## src/rtl/sgpio_tx_pkg.sv

```systemverilog
// Shared constants for the drive-status serial transmitter.
// Assumes three status fields per drive and a four-bit vendor field.
package sgpio_tx_pkg;

    localparam int BITS_PER_DRIVE = 3;
    localparam int VENDOR_W       = 4;
    localparam int LOAD_BITS      = VENDOR_W + 1;

    // Field order inside one drive slot; the receiver decodes this order.
    typedef enum logic [1:0] {
        FLD_ACT = 2'd0,
        FLD_LOC = 2'd1,
        FLD_FLT = 2'd2
    } lamp_field_e;

    // Longest frame the block can produce for a given drive capacity.
    function automatic int frame_bits_max(input int max_drives);
        return (BITS_PER_DRIVE * max_drives > LOAD_BITS) ?
               BITS_PER_DRIVE * max_drives : LOAD_BITS;
    endfunction

endpackage

```

## src/rtl/sgpio_clk_div.sv

```systemverilog
// Reference-clock generator.
// Divides the system clock into a square wave whose halves each last half_per
// system cycles. The output starts low. It reports the cycle on which it rises
// so that the rest of the block updates on the same edge.
// Assumes half_per is at least 1 and is constant while run is high.
module sgpio_clk_div #(
    parameter int DIV_W = 16
) (
    input  logic             clk,
    input  logic             rst_n,
    input  logic             run,
    input  logic [DIV_W-1:0] half_per,
    output logic             sclk,
    output logic             rise
);

    logic [DIV_W-1:0] cnt_q;
    logic             sclk_q;
    logic             tick;

    // End of a half-period.
    assign tick = run && (cnt_q == half_per - DIV_W'(1));
    assign rise = tick && !sclk_q;
    assign sclk = sclk_q;

    // Half-period counter and clock phase; both clear when stopped.
    always_ff @(posedge clk) begin
        if (!rst_n || !run) begin
            cnt_q  <= '0;
            sclk_q <= 1'b0;
        end else if (tick) begin
            cnt_q  <= '0;
            sclk_q <= ~sclk_q;
        end else begin
            cnt_q  <= cnt_q + DIV_W'(1);
        end
    end

endmodule

```

## src/rtl/sgpio_frame_seq.sv

```systemverilog
// Bit-position sequencer.
// Counts reference-clock bit slots within a frame of frame_len bits and flags
// the slot that opens a new frame.
// Assumes frame_len is at least 2 and stable while run is high.
module sgpio_frame_seq #(
    parameter int FB_W = 5
) (
    input  logic            clk,
    input  logic            rst_n,
    input  logic            run,
    input  logic            step,
    input  logic [FB_W-1:0] frame_len,
    output logic            frame_start
);

    logic [FB_W-1:0] pos_q;

    // Slot zero of the frame coincides with a step.
    assign frame_start = step && (pos_q == '0);

    // Position within the frame, wrapping at the frame length.
    always_ff @(posedge clk) begin
        if (!rst_n || !run) begin
            pos_q <= '0;
        end else if (step) begin
            if (pos_q == frame_len - FB_W'(1)) begin
                pos_q <= '0;
            end else begin
                pos_q <= pos_q + FB_W'(1);
            end
        end
    end

endmodule

```

## src/rtl/sgpio_serializer.sv

```systemverilog
// Data and load line serializer.
// At the start of a frame it snapshots the status of the active drives and the
// vendor field into shift registers, then shifts one bit per step. Drives at or
// above n_drv pack as zeros, and those zeros also fill any padding bits.
// Assumes n_drv is between 1 and MAX_DRIVES.
module sgpio_serializer
    import sgpio_tx_pkg::*;
#(
    parameter int MAX_DRIVES = 8,
    parameter int CNT_W      = 4
) (
    input  logic                  clk,
    input  logic                  rst_n,
    input  logic                  run,
    input  logic                  step,
    input  logic                  frame_start,
    input  logic [CNT_W-1:0]      n_drv,
    input  logic [MAX_DRIVES-1:0] act,
    input  logic [MAX_DRIVES-1:0] loc,
    input  logic [MAX_DRIVES-1:0] flt,
    input  logic [VENDOR_W-1:0]   vendor,
    output logic                  sdata,
    output logic                  sload
);

    localparam int PW = BITS_PER_DRIVE * MAX_DRIVES;

    logic [PW-1:0]       packed_w;
    logic [PW-1:0]       dsr_q;
    logic [VENDOR_W-1:0] lsr_q;
    logic [VENDOR_W-1:0] vend_rev;

    // Interleave the three fields of each drive; inactive drives send zeros.
    for (genvar d = 0; d < MAX_DRIVES; d++) begin : g_pack
        logic live;
        assign live = (CNT_W'(d) < n_drv);
        assign packed_w[BITS_PER_DRIVE*d + int'(FLD_ACT)] = live & act[d];
        assign packed_w[BITS_PER_DRIVE*d + int'(FLD_LOC)] = live & loc[d];
        assign packed_w[BITS_PER_DRIVE*d + int'(FLD_FLT)] = live & flt[d];
    end

    // Vendor field leaves most significant bit first from the LSB end.
    for (genvar v = 0; v < VENDOR_W; v++) begin : g_vrev
        assign vend_rev[v] = vendor[VENDOR_W-1-v];
    end

    // Frame snapshot and per-slot shifting of both lines.
    always_ff @(posedge clk) begin
        if (!rst_n || !run) begin
            dsr_q <= '0;
            lsr_q <= '0;
            sdata <= 1'b0;
            sload <= 1'b0;
        end else if (step) begin
            if (frame_start) begin
                sdata <= packed_w[0];
                dsr_q <= packed_w >> 1;
                sload <= 1'b1;
                lsr_q <= vend_rev;
            end else begin
                sdata <= dsr_q[0];
                dsr_q <= dsr_q >> 1;
                sload <= lsr_q[0];
                lsr_q <= lsr_q >> 1;
            end
        end
    end

endmodule

```

## src/rtl/sgpio_status_tx.sv

```systemverilog
// Drive-status serial transmitter, top level.
// Latches the drive count and the clock divider while disabled, clamping each
// to its legal range. Once enabled, it runs the reference-clock divider, the
// frame sequencer and the serializer continuously.
// Assumes en is synchronous to clk.
module sgpio_status_tx
    import sgpio_tx_pkg::*;
#(
    parameter int MAX_DRIVES   = 8,
    parameter int DIV_W        = 16,
    parameter int MIN_HALF_DIV = 1000
) (
    input  logic                               clk,
    input  logic                               rst_n,
    input  logic                               en,
    input  logic [$clog2(MAX_DRIVES+1)-1:0]    cfg_drives,
    input  logic [DIV_W-1:0]                   cfg_half,
    input  logic [MAX_DRIVES-1:0]              act_i,
    input  logic [MAX_DRIVES-1:0]              loc_i,
    input  logic [MAX_DRIVES-1:0]              flt_i,
    input  logic [3:0]                         vendor_pat,
    output logic                               sclk_o,
    output logic                               sload_o,
    output logic                               sdata_o
);

    localparam int CNT_W = $clog2(MAX_DRIVES + 1);
    localparam int FB_W  = $clog2(frame_bits_max(MAX_DRIVES) + 1);

    logic [CNT_W-1:0] n_q;
    logic [DIV_W-1:0] half_q;
    logic [CNT_W-1:0] n_clamped;
    logic [DIV_W-1:0] half_clamped;
    logic [FB_W-1:0]  span;
    logic [FB_W-1:0]  frame_len;
    logic             rise;
    logic             frame_start;

    // Bring requested settings into their legal ranges.
    always_comb begin
        if (cfg_drives == '0) begin
            n_clamped = CNT_W'(1);
        end else if (cfg_drives > CNT_W'(MAX_DRIVES)) begin
            n_clamped = CNT_W'(MAX_DRIVES);
        end else begin
            n_clamped = cfg_drives;
        end
        half_clamped = (cfg_half < DIV_W'(MIN_HALF_DIV)) ? DIV_W'(MIN_HALF_DIV) : cfg_half;
    end

    // Configuration latch, open only while the link is stopped.
    always_ff @(posedge clk) begin
        if (!rst_n) begin
            n_q    <= CNT_W'(1);
            half_q <= DIV_W'(MIN_HALF_DIV);
        end else if (!en) begin
            n_q    <= n_clamped;
            half_q <= half_clamped;
        end
    end

    // Frame length: three slots per drive, never shorter than the load field.
    always_comb begin
        span      = FB_W'(BITS_PER_DRIVE) * FB_W'(n_q);
        frame_len = (span < FB_W'(LOAD_BITS)) ? FB_W'(LOAD_BITS) : span;
    end

    sgpio_clk_div #(
        .DIV_W (DIV_W)
    ) div_i (
        .clk      (clk),
        .rst_n    (rst_n),
        .run      (en),
        .half_per (half_q),
        .sclk     (sclk_o),
        .rise     (rise)
    );

    sgpio_frame_seq #(
        .FB_W (FB_W)
    ) seq_i (
        .clk         (clk),
        .rst_n       (rst_n),
        .run         (en),
        .step        (rise),
        .frame_len   (frame_len),
        .frame_start (frame_start)
    );

    sgpio_serializer #(
        .MAX_DRIVES (MAX_DRIVES),
        .CNT_W      (CNT_W)
    ) ser_i (
        .clk         (clk),
        .rst_n       (rst_n),
        .run         (en),
        .step        (rise),
        .frame_start (frame_start),
        .n_drv       (n_q),
        .act         (act_i),
        .loc         (loc_i),
        .flt         (flt_i),
        .vendor      (vendor_pat),
        .sdata       (sdata_o),
        .sload       (sload_o)
    );

endmodule

```

## config.mk

```make
export PLATFORM = sky130hd
export DESIGN_NAME = sgpio_status_tx
export DESIGN_NICKNAME = d
export VERILOG_FILES = /design/src/rtl/sgpio_tx_pkg.sv /design/src/rtl/sgpio_clk_div.sv /design/src/rtl/sgpio_frame_seq.sv /design/src/rtl/sgpio_serializer.sv /design/src/rtl/sgpio_status_tx.sv
export SDC_FILE = /design/constraint.sdc
export NUM_CORES = 1
export LEC_CHECK = 0
export CELL_PAD_IN_SITES_DETAIL_PLACEMENT = 1
export CELL_PAD_IN_SITES_GLOBAL_PLACEMENT = 1
export CORE_UTILIZATION = 42
export DETAILED_ROUTE_END_ITERATION = 10
export GPL_TIMING_DRIVEN = 0
export PLACE_DENSITY_LB_ADDON = 0.1
export SYNTH_ARGS = -nofsm -noshare
export SYNTH_HDL_FRONTEND = slang
export SYNTH_HIERARCHICAL = 1
export SYNTH_SLANG_ARGS = --single-unit
```

## constraint.sdc

```tcl
create_clock -name clk -period 4.45 [get_ports clk]
set_input_delay 1.335 -clock clk [delete_from_list [all_inputs] [get_ports clk]]
set_output_delay 1.335 -clock clk [all_outputs]
set_load 0.05 [all_outputs]
```

; ---- Word level (Yosys, flattened, before mapping)
; Index checks and enable logic that the tools add are counted.
[word_totals]
ff_bits = 72
output_inout_bits = 3
elab_cells = 71
in_bits = 51
[classes]
magnitude_cmp = 11
n_reduce_logical = 10
n_eq_ne = 2
bitwise = 25
n_mux = 9
addsub = 4
n_mul = 1
[ops]
columns = operator, n
row1 = AND 1 bit, 24
row2 = two-way mux 23 bit, 1
row3 = "adder 16 x 1 -> 16 bit, second input constant", 1
row4 = == test 16 bit, 1
row5 = "less-than comparator 16 x 10 -> 1 bit, second input constant", 1
row6 = "less-than comparator 3 x 4 -> 1 bit, first input constant", 4
row7 = two-way mux 16 bit, 1
row8 = "subtractor 16 x 1 -> 16 bit, second input constant", 1
row9 = two-way mux 4 bit, 3
row10 = two-way mux 5 bit, 2
row11 = "less-than comparator 1 x 4 -> 1 bit, first input constant", 2
row12 = "less-than comparator 2 x 4 -> 1 bit, first input constant", 2
row13 = "adder 5 x 1 -> 5 bit, second input constant", 1
row14 = == test 5 bit, 1
row15 = zero test 5 bit, 1
row16 = "less-than comparator 5 x 3 -> 1 bit, second input constant", 1
row17 = "multiplier 2 x 4 -> 5 bit, first input constant", 1
row18 = "subtractor 5 x 1 -> 5 bit, second input constant", 1
row19 = "> comparator 4 bit, second input constant", 1
row20 = zero test 4 bit, 1
row21 = logical AND 1 bit, 3
row22 = zero test 1 bit, 3
row23 = two-way mux 1 bit, 2
row24 = OR reduction 2 bit, 1
row25 = 2 further kinds, 2

; ---- Logic depth before layout (Yosys ltp)
[depth]
ltp_word = 6
depth_mapped = 17

; ---- Hierarchy
; Netlist, hierarchy kept.
[by_module_without_submodules]
columns = module, area_each_um2, seq_area_each_um2, cells_each, n_inst
row1 = sgpio_serializer, 1378.8, 580.6, 166, 1
row2 = sgpio_clk_div, 1295.0, 340.3, 164, 1
row3 = sgpio_status_tx, 905.9, 400.4, 90, 1
row4 = sgpio_frame_seq, 432.9, 100.1, 48, 1

; ---- Worst setup path before layout
; No wires, ideal clock.
[synth_path]
path_type = register to register
from = register half_q[0]
to = register ser_i.dsr_q[13]
setup_slack_ns = 0.593
n_path_buf = 4
setup_time_ns = 0.124
arrival_time_ns = 3.734
stages_incl_launch_ff = 18
synth_period_minus_slack_ns = 3.857
path_cell_list = dfxtp_1 inv_1 ha_1 or4b_1 clkbuf_1 nor4_1 a31oi_1 o221a_2 nor4_1 nand2_1 a211oi_1 clkbuf_1 nand2b_1 nor4b_1 buf_2 buf_2 a2bb2oi_1 o22ai_1
[synth_between]
elab_chain_cells = 6
[synth_lines]
columns = element, line
row1 = start: declaration, sgpio_status_tx.sv:31  ; logic [DIV_W-1:0] half_q;
row2 = start signal: assignment, sgpio_status_tx.sv:55  ; half_q <= DIV_W'(MIN_HALF_DIV);
row3 = start signal: assignment, sgpio_status_tx.sv:58  ; half_q <= half_clamped;
row4 = subtractor 16 x 1 -> 16 bit, sgpio_clk_div.sv:22  ; assign tick = run && (cnt_q == half_per - DIV_W'(1));
row5 = == test 16 bit, sgpio_clk_div.sv:22
row6 = logical AND 1 bit, sgpio_clk_div.sv:22
row7 = logical AND 1 bit, sgpio_clk_div.sv:23  ; assign rise = tick && !sclk_q;
row8 = net rise, sgpio_status_tx.sv:36  ; logic rise;
row9 = logical AND 1 bit, sgpio_frame_seq.sv:19  ; assign frame_start = step && (pos_q == '0);
row10 = net frame_start, sgpio_status_tx.sv:37  ; logic frame_start;
row11 = two-way mux 23 bit, sgpio_serializer.sv:55  ; if (frame_start) begin
row12 = end signal: assignment, sgpio_serializer.sv:57  ; dsr_q <= packed_w >> 1;
row13 = end signal: assignment, sgpio_serializer.sv:62  ; dsr_q <= dsr_q >> 1;
row14 = end: declaration, sgpio_serializer.sv:29  ; logic [PW-1:0] dsr_q;
; The timed path passes the listed nets, and every way through them passes these cells.
; A chain may end at the register's enable or synchronous reset.

; ---- Worst setup path after layout
; Same ends and word-level chain as after synthesis.

==> metrics.md <==
| Metric | Value |
|---|---|
| Prevailing post-synth register cell | sky130_fd_sc_hd__dfxtp_1 |
| Met1 track demand over resource | 27.2% |
| Cell Count Post-Placement | 650 |
| Die outline area | 9950 sq um |
| Dominant cell type by area after synthesis | sky130_fd_sc_hd__dfxtp_1 |
| Clock latency reported for the late side of the worst-skew pair | roughly 0.35 ns |
| Count of different cell masters after synthesis | 67 |
| Yosys synthesis warning count | 6 |
| Fraction of final layout cells with drive strength greater than 1 | 9.68% |
| Outcome | finished, final reports clean |
| Residual DRC | 0 |
| Critical path startpoint category | flop |
| Layout Utilization | between 50% and 60% |
| Time the worst path needs with I/O delays and setup | just over 4 ns |
| Most common cell after layout, fill and taps aside | sky130_fd_sc_hd__dfxtp_1 |
| Clock tree from TritonCTS | yes |
| Count of standard-cell rows | 35 |
| Detailed-routing iteration count for the pre-antenna-repair pass | 4 |
| Buffers from clock root to sink, at most | 2 |
| Part of the cycle the worst path needs | approximately 90% |
| Width of the die | approximately 100 um |
| Pre-CTS setup slack | -1.07 ns |
| Cell leakage power | between 0.0015 and 0.002 uW |
| Number of flops mapped to enable cells by yosys | 0 |
| Initial cell density of the core | 43.4% |
| Met2 Track Usage GR | between 40% and 50% |
| Total wire length | between 10 and 15 mm |
| Endpoint required time on the critical path | roughly 4.7 ns |
| Largest vdd supply drop | 0.146 mV |
| GR Overflow Total | 0 |
| Root Driver | sky130_fd_sc_hd__clkbuf_8 |
| Number of global-route vias before repair | about 4000 |
| Detailed-placement wirelength estimate | roughly 8.3 mm |
| P&R area growth vs syn | 23.3% |
| Highest-count cells in the layout ignoring fill and taps | 71 x sky130_fd_sc_hd__dfxtp_1, 52 x sky130_fd_sc_hd__clkdlybuf4s50_1, 39 x sky130_fd_sc_hd__nor2_1 |
| Number of flip-flops and latches in the synthesized netlist | about 70 |
| Final cell count without fillers | 666 |
| CTS sink count | slightly above 70 |
| First DRT Iteration DRCs | 96 |
| Post-synthesis instance total | between 400 and 500 |
| Routability congestion estimate from global placement | around 0.81 |
| Worst path arrival time | approximately 4.4 ns |
| Min-delay worst type | reg2reg |
| Maximum fanout along the worst path | 10 |
| Clock transition at the register clock pins on the worst setup and hold paths after CTS | approximately 0.09 ns |
| Initial antenna violation count | 0 |
| DRT antenna net count | 0 |
| Clock buffers created by TritonCTS | 9 |
| Total routing resource utilization after global routing | a little under a quarter |
| Area share of the largest cell type after synthesis | 35.4% |
| Syn Std Cell Area | roughly 4000 sq um |
| Vias per cell | ~5.5 |
| Maximum frequency from static timing analysis | between 0.2 and 0.25 GHz |
| Met3 routing resource usage after global routing | 3.51% |
| Worst path setup slack after routing | ~0.35 ns |
| Vertical extent of the die | 99.7 um |
| Final hold vios | 0 |
| Transition at the pin with the smallest max-transition slack | 0.613 ns |
| Routing layer with the top usage in global route | met2 |
| Wirelength per Cell | about 17 um |
| Dominant cells by area after synthesis | sky130_fd_sc_hd__dfxtp_1 35%, sky130_fd_sc_hd__xnor2_1 4.8%, sky130_fd_sc_hd__xor2_1 4.4%, sky130_fd_sc_hd__nor2_1 3.6%, sky130_fd_sc_hd__nor2b_1 3.4% |
| Global-route wire length before repair | approximately 19 mm |
| PwrDens | 276 nW/um^2 |
| Per-instance average area after synthesis | between 8 and 9 sq um |
| Quantity of I/O buffers inserted on ports | 53 |
| Post-synthesis async set-or-reset flop share | 0% |
| Final clock skew | 0.0156 ns |
| Cts hold-fix bufs | 0 |
| Rel. slew slack | 58.8% |
| Setup-failing EPs final | 0 |
| CTS H-Tree Depth | 3 |
| Number of maximum-capacitance constraint violations | 0 |
| Largest net degree at the start of global routing | 13 |
| Post-synthesis net count | approximately 530 |
| Sequential-to-total area share from yosys stat | between 30% and 40% |
| Final #Nets | 592 |
| Worst Path Class, Setup | reg2reg |
| Kind of end point of the critical path | flop |
| Inserted Diodes | 0 |
| CORE AREA | a little over 9000 sq um |
| DR vias | approximately 3700 |
| I/O pin cnt | 54 |
| Max Slew Vio Count | 0 |
## cells in the mapped netlist (all sizes together), types with 4 or more instances
cell,count
a211oi,9
a21oi,21
a31oi,17
a32o,4
buf,14
clkbuf,15
dfxtp,71
ha,8
inv,14
mux2i,11
nand2,26
nand2b,16
nand3,18
nand3b,8
nand4,9
nor2,39
nor2b,22
nor3,15
nor3b,5
nor4,7
o21ai,21
xnor2,23
xor2,20
## flip-flops by register name, summed over array words and instances, names as in the netlist
name / flops
ser_i/dsr_q: 23
div_i/cnt_q: 16
half_q: 16
seq_i/pos_q: 5
n_q: 4
ser_i/lsr_q: 4
div_i/sclk: 1
ser_i/sdata: 1
ser_i/sload: 1
## worst max-delay path, cell delays in order (launching register included)
cell	delay [ns]
sky130_fd_sc_hd__dfxtp_1	0.36
sky130_fd_sc_hd__inv_1	0.07
sky130_fd_sc_hd__ha_1	0.19
sky130_fd_sc_hd__or4b_1	0.45
sky130_fd_sc_hd__clkbuf_1	0.20
sky130_fd_sc_hd__nor4_2	0.27
sky130_fd_sc_hd__a31oi_1	0.07
sky130_fd_sc_hd__o221a_2	0.31
sky130_fd_sc_hd__nor4_4	0.20
sky130_fd_sc_hd__nand2_1	0.11
sky130_fd_sc_hd__a211oi_2	0.25
sky130_fd_sc_hd__clkbuf_4	0.25
sky130_fd_sc_hd__nand2b_1	0.13
sky130_fd_sc_hd__nor4b_4	0.36
sky130_fd_sc_hd__buf_6	0.19
sky130_fd_sc_hd__clkbuf_4	0.22
sky130_fd_sc_hd__nand4_1	0.18
sky130_fd_sc_hd__o22ai_1	0.19
## report_power, final
part,leakage (uW),internal [uW],switching [uW]
combinational,0.00100,92.7,86.7
clock,0.0000960,257,261
sequential,0.000576,646,18.8
total,0.00168,996,367
## through the flow
stage	TNS (ns)	hold WS (ns)	total power (uW)	cell area (sq um)
final	0	0.464	1360	4950
after global routing	-0.00239	0.474	1420	4950
after detailed placement	-26.93	0.449	856	4700
after CTS	0	0.462	1380	4920
after global placement	-21.40	0.446	851	4700
after floorplan	0	0.436	776	4010
## cell families (layout without fill, tap and decap cells)
| family | after synthesis | in the layout | share of synthesized area (%) |
|---|---|---|---|
| simple gates | 184 | 184 | 25.9 |
| compound gates | 106 | 106 | 18.1 |
| flops | 71 | 71 | 35.4 |
| xor+xnor | 44 | 44 | 10.1 |
| buf+inv | 43 | 112 | 4.74 |
| mux | 11 | 11 | 2.74 |
| fa+ha+maj | 9 | 9 | 2.99 |
## worst paths after layout
kind | startpoint | end | slack [ns] | cells after the start
worst max-delay path | half_q[0] | ser_i/dsr_q[13] | 0.35 | 17
worst min-delay path | ser_i/dsr_q[22] | ser_i/dsr_q[22] | 0.46 | 2
worst max register to register | half_q[0] | ser_i/dsr_q[13] | 0.35 | 17
worst min register to register | ser_i/dsr_q[22] | ser_i/dsr_q[22] | 0.46 | 2
## area by class of cell
type / instances / area (sq um)
Inverter: 14 / 52.6
Buffer: 29 / 151
Clock inverter: 6 / 61.3
Multi-Input combinational cell: 354 / 2440
Clock buffer: 10 / 128
Sequential cell: 71 / 1420
Timing Repair Buffer: 53 / 529
Tap cell: 129 / 161
Fill cell: 1110 / 4290
## repair_timing
action | 4_1_cts | 5_1_grt
buffers inserted | 0 | 0
gates resized for setup | 7 | 7
endpoints found under the setup margin | 29 | 29
## layer usage
metal,wire [um],part of all wire (%)
met5,0,0
met4,263,2.4
met3,248,2.2
met2,5740,51
met1,4900,44
Power figures use the tool's default switching activity.
